[src/rtl/shdl_pkg.sv]
package shdl_pkg;
    localparam int CODE_W    = 6;
    localparam int EXP_W     = 3;
    localparam int ZERO_BIT  = 5;
    localparam int NEG_BIT   = 4;
    localparam int LEFT_BIT  = 3;
    localparam int MAX_SHIFT = (1 << EXP_W) - 1;

    typedef enum logic [0:0] {
        ST_IDLE = 1'b0,
        ST_RUN  = 1'b1
    } seq_state_e;
endpackage

[src/rtl/shdl_shift_term.sv]
module shdl_shift_term
    import shdl_pkg::*;
#(
    parameter int DATA_W = 14,
    parameter int ACC_W  = 25
) (
    input  logic [DATA_W-1:0] x_i,
    input  logic [CODE_W-1:0] code_i,
    output logic [ACC_W-1:0]  term_o
);
    logic signed [ACC_W-1:0] x_wide;
    logic signed [ACC_W-1:0] shifted;
    logic [EXP_W-1:0]        amount;

    always_comb begin
        x_wide  = {{(ACC_W-DATA_W){x_i[DATA_W-1]}}, x_i};
        amount  = code_i[EXP_W-1:0];
        if (code_i[LEFT_BIT]) shifted = x_wide <<< amount;
        else                  shifted = x_wide >>> amount;
        if (code_i[ZERO_BIT])     term_o = '0;
        else if (code_i[NEG_BIT]) term_o = -shifted;
        else                      term_o = shifted;
    end
endmodule

[src/rtl/shdl_bank.sv]
module shdl_bank #(
    parameter int DEPTH  = 8,
    parameter int DATA_W = 14,
    parameter int AW     = 3
) (
    input  logic              clk,
    input  logic              rst_n,
    input  logic              lock_i,
    input  logic              wr_en_i,
    input  logic [AW-1:0]     wr_addr_i,
    input  logic [DATA_W-1:0] wr_data_i,
    input  logic [AW-1:0]     rd_addr_i,
    output logic [DATA_W-1:0] rd_data_o
);
    logic [DEPTH-1:0][DATA_W-1:0] mem_d, mem_q;

    always_comb begin
        mem_d = mem_q;
        if (wr_en_i && !lock_i && (int'(wr_addr_i) < DEPTH))
            mem_d[wr_addr_i] = wr_data_i;
        rd_data_o = (int'(rd_addr_i) < DEPTH) ? mem_q[rd_addr_i] : '0;
    end

    always_ff @(posedge clk or negedge rst_n) begin
        if (!rst_n) mem_q <= '0;
        else        mem_q <= mem_d;
    end

    // a locked bank keeps its contents through a write attempt
    assert_locked_bank_R9: assert property (@(posedge clk) disable iff (!rst_n)
        (lock_i && wr_en_i) |=> $stable(mem_q));
endmodule

[src/rtl/shdl_post.sv]
module shdl_post #(
    parameter int DATA_W   = 14,
    parameter int ACC_W    = 25,
    parameter bit USE_RELU = 1'b1
) (
    input  logic [ACC_W-1:0]  acc_i,
    output logic [DATA_W-1:0] res_o
);
    localparam logic signed [ACC_W-1:0] MAX_V = ACC_W'((1 << (DATA_W-1)) - 1);
    localparam logic signed [ACC_W-1:0] MIN_V = -ACC_W'(1 << (DATA_W-1));

    logic signed [ACC_W-1:0] act;

    generate
        if (USE_RELU) begin : g_relu
            always_comb act = acc_i[ACC_W-1] ? '0 : $signed(acc_i);
        end else begin : g_linear
            always_comb act = $signed(acc_i);
        end
    endgenerate

    always_comb begin
        if (act > MAX_V)      res_o = MAX_V[DATA_W-1:0];
        else if (act < MIN_V) res_o = MIN_V[DATA_W-1:0];
        else                  res_o = act[DATA_W-1:0];
    end
endmodule

[src/rtl/shift_dense_layer.sv]
module shift_dense_layer
    import shdl_pkg::*;
#(
    parameter int DATA_W   = 14,
    parameter int N_IN     = 8,
    parameter int N_OUT    = 4,
    parameter bit USE_BIAS = 1'b1,
    parameter bit USE_RELU = 1'b1,
    parameter logic [N_OUT*N_IN*CODE_W-1:0] WCODES = '0,
    parameter logic [N_OUT*DATA_W-1:0]      BIASES = '0,
    localparam int IN_AW  = (N_IN  > 1) ? $clog2(N_IN)  : 1,
    localparam int OUT_AW = (N_OUT > 1) ? $clog2(N_OUT) : 1
) (
    input  logic              clk,
    input  logic              rst_n,
    input  logic              in_wr_en,
    input  logic [IN_AW-1:0]  in_wr_addr,
    input  logic [DATA_W-1:0] in_wr_data,
    input  logic              start,
    output logic              busy,
    output logic              done,
    input  logic [OUT_AW-1:0] out_rd_addr,
    output logic [DATA_W-1:0] out_rd_data
);
    localparam int ACC_W = DATA_W + MAX_SHIFT + IN_AW + 1;
    localparam logic [IN_AW-1:0]  LAST_IN  = IN_AW'(N_IN - 1);
    localparam logic [OUT_AW-1:0] LAST_OUT = OUT_AW'(N_OUT - 1);
    localparam logic signed [ACC_W-1:0] SAT_HI = ACC_W'((1 << (DATA_W-1)) - 1);

    typedef struct packed {
        seq_state_e              st;
        logic [OUT_AW-1:0]       nrn;
        logic [IN_AW-1:0]        idx;
        logic signed [ACC_W-1:0] acc;
        logic                    done;
    } seq_t;

    seq_t seq_d, seq_q;

    logic [DATA_W-1:0] x_cur;
    logic [CODE_W-1:0] code_cur;
    logic [ACC_W-1:0]  term;
    logic signed [ACC_W-1:0] acc_sum;
    logic [DATA_W-1:0] result;
    logic              ob_wr;

    function automatic logic signed [ACC_W-1:0] bias_ext(input int n);
        logic [DATA_W-1:0] b;
        if (!USE_BIAS) return '0;
        b = BIASES[n*DATA_W +: DATA_W];
        return {{(ACC_W-DATA_W){b[DATA_W-1]}}, b};
    endfunction

    shdl_bank #(.DEPTH(N_IN), .DATA_W(DATA_W), .AW(IN_AW)) u_in_bank (
        .clk      (clk),
        .rst_n    (rst_n),
        .lock_i   (busy),
        .wr_en_i  (in_wr_en),
        .wr_addr_i(in_wr_addr),
        .wr_data_i(in_wr_data),
        .rd_addr_i(seq_q.idx),
        .rd_data_o(x_cur)
    );

    always_comb code_cur = WCODES[(int'(seq_q.nrn)*N_IN + int'(seq_q.idx))*CODE_W +: CODE_W];

    shdl_shift_term #(.DATA_W(DATA_W), .ACC_W(ACC_W)) u_term (
        .x_i   (x_cur),
        .code_i(code_cur),
        .term_o(term)
    );

    always_comb acc_sum = seq_q.acc + $signed(term);

    shdl_post #(.DATA_W(DATA_W), .ACC_W(ACC_W), .USE_RELU(USE_RELU)) u_post (
        .acc_i(acc_sum),
        .res_o(result)
    );

    shdl_bank #(.DEPTH(N_OUT), .DATA_W(DATA_W), .AW(OUT_AW)) u_out_bank (
        .clk      (clk),
        .rst_n    (rst_n),
        .lock_i   (1'b0),
        .wr_en_i  (ob_wr),
        .wr_addr_i(seq_q.nrn),
        .wr_data_i(result),
        .rd_addr_i(out_rd_addr),
        .rd_data_o(out_rd_data)
    );

    always_comb begin
        seq_d      = seq_q;
        seq_d.done = 1'b0;
        ob_wr      = 1'b0;
        case (seq_q.st)
            ST_IDLE: begin
                if (start) begin
                    seq_d.st  = ST_RUN;
                    seq_d.nrn = '0;
                    seq_d.idx = '0;
                    seq_d.acc = bias_ext(0);
                end
            end
            default: begin
                if (seq_q.idx == LAST_IN) begin
                    ob_wr = 1'b1;
                    if (seq_q.nrn == LAST_OUT) begin
                        seq_d.st   = ST_IDLE;
                        seq_d.done = 1'b1;
                    end else begin
                        seq_d.nrn = seq_q.nrn + 1'b1;
                        seq_d.idx = '0;
                        seq_d.acc = bias_ext(int'(seq_q.nrn) + 1);
                    end
                end else begin
                    seq_d.idx = seq_q.idx + 1'b1;
                    seq_d.acc = acc_sum;
                end
            end
        endcase
    end

    always_ff @(posedge clk or negedge rst_n) begin
        if (!rst_n) seq_q <= '{st: ST_IDLE, nrn: '0, idx: '0, acc: '0, done: 1'b0};
        else        seq_q <= seq_d;
    end

    assign busy = (seq_q.st == ST_RUN);
    assign done = seq_q.done;

    // done lasts one cycle and never overlaps a run
    assert_done_single_R7: assert property (@(posedge clk) disable iff (!rst_n)
        done |=> !done);
    assert_done_idle_R7: assert property (@(posedge clk) disable iff (!rst_n)
        done |-> !busy);
    assert_busy_from_start_R7: assert property (@(posedge clk) disable iff (!rst_n)
        $rose(busy) |-> $past(start));
    // a start during a run does not end it early
    assert_no_restart_R8: assert property (@(posedge clk) disable iff (!rst_n)
        (busy && start && !ob_wr) |=> busy);
    // an over-range sum writes exactly the upper clamp value
    assert_sat_high_R6: assert property (@(posedge clk) disable iff (!rst_n)
        (ob_wr && (acc_sum > SAT_HI)) |-> (result == SAT_HI[DATA_W-1:0]));

    generate
        if (USE_RELU) begin : g_relu_chk
            // no negative value reaches the output bank
            assert_relu_nonneg_R5: assert property (@(posedge clk) disable iff (!rst_n)
                ob_wr |-> !result[DATA_W-1]);
        end
    endgenerate
endmodule

[config.mk]
export PLATFORM = sky130hd
export DESIGN_NAME = shift_dense_layer
export DESIGN_NICKNAME = d
export VERILOG_FILES = /design/src/rtl/shdl_pkg.sv /design/src/rtl/shdl_shift_term.sv /design/src/rtl/shdl_bank.sv /design/src/rtl/shdl_post.sv /design/src/rtl/shift_dense_layer.sv
export SDC_FILE = /design/constraint.sdc
export NUM_CORES = 1
export LEC_CHECK = 0
export BUFFER_PORTS_ARGS = -buffer_cell sky130_fd_sc_hd__buf_2
export CAP_MARGIN = 10
export CORE_MARGIN = 4
export CORE_UTILIZATION = 35
export CTS_CLUSTER_SIZE = 14
export DETAILED_ROUTE_END_ITERATION = 8
export PLACE_DENSITY = 0.55
export SLEW_MARGIN = 0
export SYNTH_ARGS = -nofsm -noshare
export SYNTH_HDL_FRONTEND = slang
export SYNTH_SLANG_ARGS = --single-unit
[constraint.sdc]
create_clock -name clk -period 6.8 [get_ports clk]
set_input_delay 0.34 -clock clk [delete_from_list [all_inputs] [get_ports clk]]
set_output_delay 0.34 -clock clk [all_outputs]
set_load 0.02 [all_outputs]
==> out/metrics.csv <==
stage,metric,value,unit
run_status,result of the run,completed,
cts,buffer depth of the longest clock path,2,
finish,layout-stage area growth over the synthesis result,12.06,%
floorplanning,I/O pin total,39,
sta,Final Setup Violations,0,
floorplanning,Die Wd,178.3,um
pwr,Sequential Power Share,0.364,
cts,TritonCTS clock tree,yes,
cts,CTS buffer count,17,
finish,"top library cells by usage in the layout, fill and taps aside","sky130_fd_sc_hd__dfrtp_1, sky130_fd_sc_hd__mux2_2, sky130_fd_sc_hd__a21oi_1",
sta,largest clock skew in the final design,0.01223,ns
pwr,power per standard cell area,443.0,nW/um2
route,WL final,23590,um
grt,GRT Resource Usage Total,0.1555,
cts,H-tree levels,4,
sta,worst slew margin relative to its limit,0.3049,
cts,library cell used as clock root buffer,sky130_fd_sc_hd__clkbuf_16,
finish,final standard cell area without fillers,11380,um2
sta,total negative slack,0,ns
critical_path,worst path required time,7.08,ns
sta,unrepaired setup endpoints after global routing,no,
grt,wire length of the first global-routing pass,38940,um
route,First DRT Iteration DRCs,458,
placed_design,dpl ws,1.774,ns
route,Via-to-Cell Ratio,5.417,
pwr,Lkg Pwr,5.113,nW
logic_synthesis,count of cell types in the netlist,53,
floorplanning,Die Outline Area,31810,um2
placed_design,placed cell area,10760,um2
pwr,internal power summed over all cells,3.090,mW
route,Routed met1 length,11020,um
finish,layout cell share with drive strength beyond 1,0.3129,
route,Met2 Routed Length,11570,um
placed_design,Post-DP HPWL,15270,um
finish,area occupied by multi-input gates,4883,um2
sta,final hold violations,0,
logic_synthesis,largest area contributor in the netlist,sky130_fd_sc_hd__dfrtp_1,
min_path,class of the worst hold path,input port to flop,
grt,GRT Residual Overflow,0,
cts,Post CTS Setup Buffer Count,0,
run,Max Cap Viol,0,
critical_path,type of destination of the critical path,flop,
route,router iterations before antenna repair,5,
cts,clock transition time at the flip-flop clock pins of the worst setup and hold paths,0.08,ns
route,met3 routed WL,743,um
finish,"most common cell after layout, fill and taps aside",sky130_fd_sc_hd__dfrtp_1,
cts,number of cells upsized or downsized after cts,0,
floorplanning,Core Region,28700,um2
critical_path,slack of the worst reg-to-reg path,1.77,ns
finish,register area,5006,um2
logic_synthesis,post-synthesis instance area,10160,um2
critical_path,critical path peak fanout,52,
logic_synthesis,instance count of the mapped netlist,824,
finish,antenna diode instance count,0,
pwr,Sw Share,0.3871,
cts,source-to-sink clock delay at the later pin of the worst-skew pair,0.44,ns
grt,number of global-route vias before repair,7043,
pwr,Worst VDD drop,0.2267,mV
logic_synthesis,yosys synthesis warning count,0,
logic_synthesis,Post-Syn Nets,878,
route,vias,6755,
placed_design,quantity of I/O buffers inserted on ports,38,
route,remaining antenna violation count after routing,0,
critical_path,type of the setup path with the least slack,flop to flop,
pwr,fraction of power consumed by the clock network,0.212,
logic_synthesis,register area share after synthesis,0.4928,
sta,Worst Tran Pin Value,1.039,ns
logic_synthesis,Yosys top cell area share,0.4928,
logic_synthesis,number of synthesized register bits,200,
finish,Nets,904,
sta,final critical-path required period,5.026,ns
sta,setup slack after layout,1.774,ns
logic_synthesis,cell types with the largest area share after synthesis,"sky130_fd_sc_hd__dfrtp_1, sky130_fd_sc_hd__mux2_2, sky130_fd_sc_hd__mux4_2",
sta,post-route clock period utilization,0.7391,
floorplanning,FP Rows,62,
critical_path,sort of element at the start of the critical path,flop,
grt,antenna violations before repair,2,
pwr,Combinational Power Share,0.423,
cts,CTS Sinks,200,
route,number of DRC violations after detailed routing,0,
sta,Fmax,199.0,MHz
sta,"Slew Viols, Final",0,
logic_synthesis,post-synthesis area per instance,12.33,um2
floorplanning,starting density of the core,0.3538,
logic_synthesis,"Async S/R FF share, synth",1.000,
route,topmost layer with routed signal wires,met5,
logic_synthesis,"Primary FF master, synth",sky130_fd_sc_hd__dfrtp_1,
placed_design,placer's final routability congestion estimate,0.7977,
grt,maximum number of pins on one net before global-route repair,79,
pwr,Switching Power,1.952,mW
critical_path,arrival time worst endpoint,5.31,ns
finish,fill count,2769,
route,Avg WL per Cell,18.92,um
floorplanning,Die Y,178.3,um
logic_synthesis,number of enable-type register cells in the synthesized netlist,0,
layout make-up:
type | instances | area share
Tap cell | 384 | 0.04222
Timing Repair Buffer | 56 | 0.02957
Multi-Input combinational cell | 559 | 0.4291
Sequential cell | 200 | 0.4399
Inverter | 16 | 0.005277
Clock inverter | 14 | 0.01627
Clock buffer | 18 | 0.03771
cells in the mapped netlist (2+ instances only):
master,number
sky130_fd_sc_hd__nor2_1,27
sky130_fd_sc_hd__nand2_1,51
sky130_fd_sc_hd__a31oi_1,50
sky130_fd_sc_hd__a21oi_1,83
sky130_fd_sc_hd__o21ai_0,36
sky130_fd_sc_hd__mux2_2,125
sky130_fd_sc_hd__o21ai_1,2
sky130_fd_sc_hd__a21oi_2,3
sky130_fd_sc_hd__ha_1,30
sky130_fd_sc_hd__buf_2,2
sky130_fd_sc_hd__buf_6,7
sky130_fd_sc_hd__or3_1,2
sky130_fd_sc_hd__nand4_1,6
sky130_fd_sc_hd__clkbuf_1,34
sky130_fd_sc_hd__nor3b_1,2
sky130_fd_sc_hd__xor2_1,10
sky130_fd_sc_hd__o31ai_1,2
sky130_fd_sc_hd__nor3_1,4
sky130_fd_sc_hd__a211oi_2,2
sky130_fd_sc_hd__nand3_1,11
sky130_fd_sc_hd__inv_1,16
sky130_fd_sc_hd__a21o_1,3
sky130_fd_sc_hd__o211ai_1,5
sky130_fd_sc_hd__and2_1,5
sky130_fd_sc_hd__nor4_1,5
sky130_fd_sc_hd__nand3b_1,2
sky130_fd_sc_hd__a32o_1,3
sky130_fd_sc_hd__mux4_2,42
sky130_fd_sc_hd__xnor2_1,8
sky130_fd_sc_hd__o21a_1,2
sky130_fd_sc_hd__a22o_1,7
sky130_fd_sc_hd__o21bai_1,3
sky130_fd_sc_hd__dfrtp_1,200
sky130_fd_sc_hd__nor2b_1,2
sky130_fd_sc_hd__buf_1,6
sky130_fd_sc_hd__a211oi_1,2
sky130_fd_sc_hd__nand2b_1,3
sky130_fd_sc_hd__and3_1,6
power by group through the flow:
stage	Combinational [mW]	Clock (mW)	Sequential, mW
3_3_place_gp	2.10	0	1.85
6_report	2.14	1.07	1.84
5_1_grt	2.38	1.15	1.89
4_1_cts	2.14	1.10	1.84
2_1_floorplan	1.72	0	1.72
3_5_place_dp	2.14	0	1.86
repair_timing:
item	4_1_cts	5_1_grt
endpoints found under the setup margin	0	0
endpoints found under the hold margin	57	0
hold buffers	1	0
registers in the layout, indices dropped and copies added, names as in the netlist:
| register | cells |
|---|---|
| u_in_bank.mem_q | 112 |
| u_out_bank.mem_q | 56 |
| done | 1 |
| busy | 1 |
| seq_q | 30 |
path summary, 6_finish.rpt:
path	start	end	depth (start not counted)
setup / recovery	seq_q[26]	u_out_bank.mem_q[5]	14
hold / removal	in_wr_data[7]	u_in_bank.mem_q[91]	2
setup reg to reg	seq_q[26]	u_out_bank.mem_q[5]	14
hold reg to reg	u_out_bank.mem_q[55]	u_out_bank.mem_q[55]	1
max in group asynchronous	rst_n	seq_q[26]	3
min in group asynchronous	rst_n	seq_q[23]	2
cells by family (layout without fill, tap and decap cells):
kind of cell,after synthesis,after routing,share of synthesized area
buffers and inverters,65,104,0.02944
adder cells (fa/ha/maj),31,31,0.03893
XOR/XNOR,19,19,0.01774
AO/OA/AOI/OAI,211,211,0.1265
AND/OR/NAND/NOR,130,130,0.06185
multiplexers,168,168,0.2327
flip-flops,200,200,0.4928
critical path, stage by stage (launching register included):
cell and delay [ns]:
sky130_fd_sc_hd__dfrtp_2 0.83, sky130_fd_sc_hd__buf_4 0.37, sky130_fd_sc_hd__mux4_2 0.54, sky130_fd_sc_hd__mux2_2 0.31
sky130_fd_sc_hd__ha_1 0.42, sky130_fd_sc_hd__a21oi_2 0.26, sky130_fd_sc_hd__o211ai_1 0.12, sky130_fd_sc_hd__nand2_1 0.13
sky130_fd_sc_hd__a21oi_2 0.10, sky130_fd_sc_hd__or3_1 0.40, sky130_fd_sc_hd__a211oi_2 0.25, sky130_fd_sc_hd__nand4_1 0.18
sky130_fd_sc_hd__nor4b_4 0.23, sky130_fd_sc_hd__buf_4 0.50, sky130_fd_sc_hd__a31oi_1 0.18
through the flow:
step                std cells  hold WS (ns)  utilization  power (mW)
global placement         1214        0.3697       0.3748       3.952
finish                   1247        0.2328       0.3965       5.042
CTS                      1247        0.2112       0.3965       5.079
floorplan                 824       0.04441            -       3.436
detailed placement       1214        0.3713       0.3748       3.992
global route             1247        0.2165       0.3965       5.419
layer usage:
metal,vias up,track usage
met5,-,0
met4,4,0.03390
met3,24,0.03243
met2,88,0.2562
met1,3479,0.2130
li1,3160,-
(Power assumes the default switching activity.)
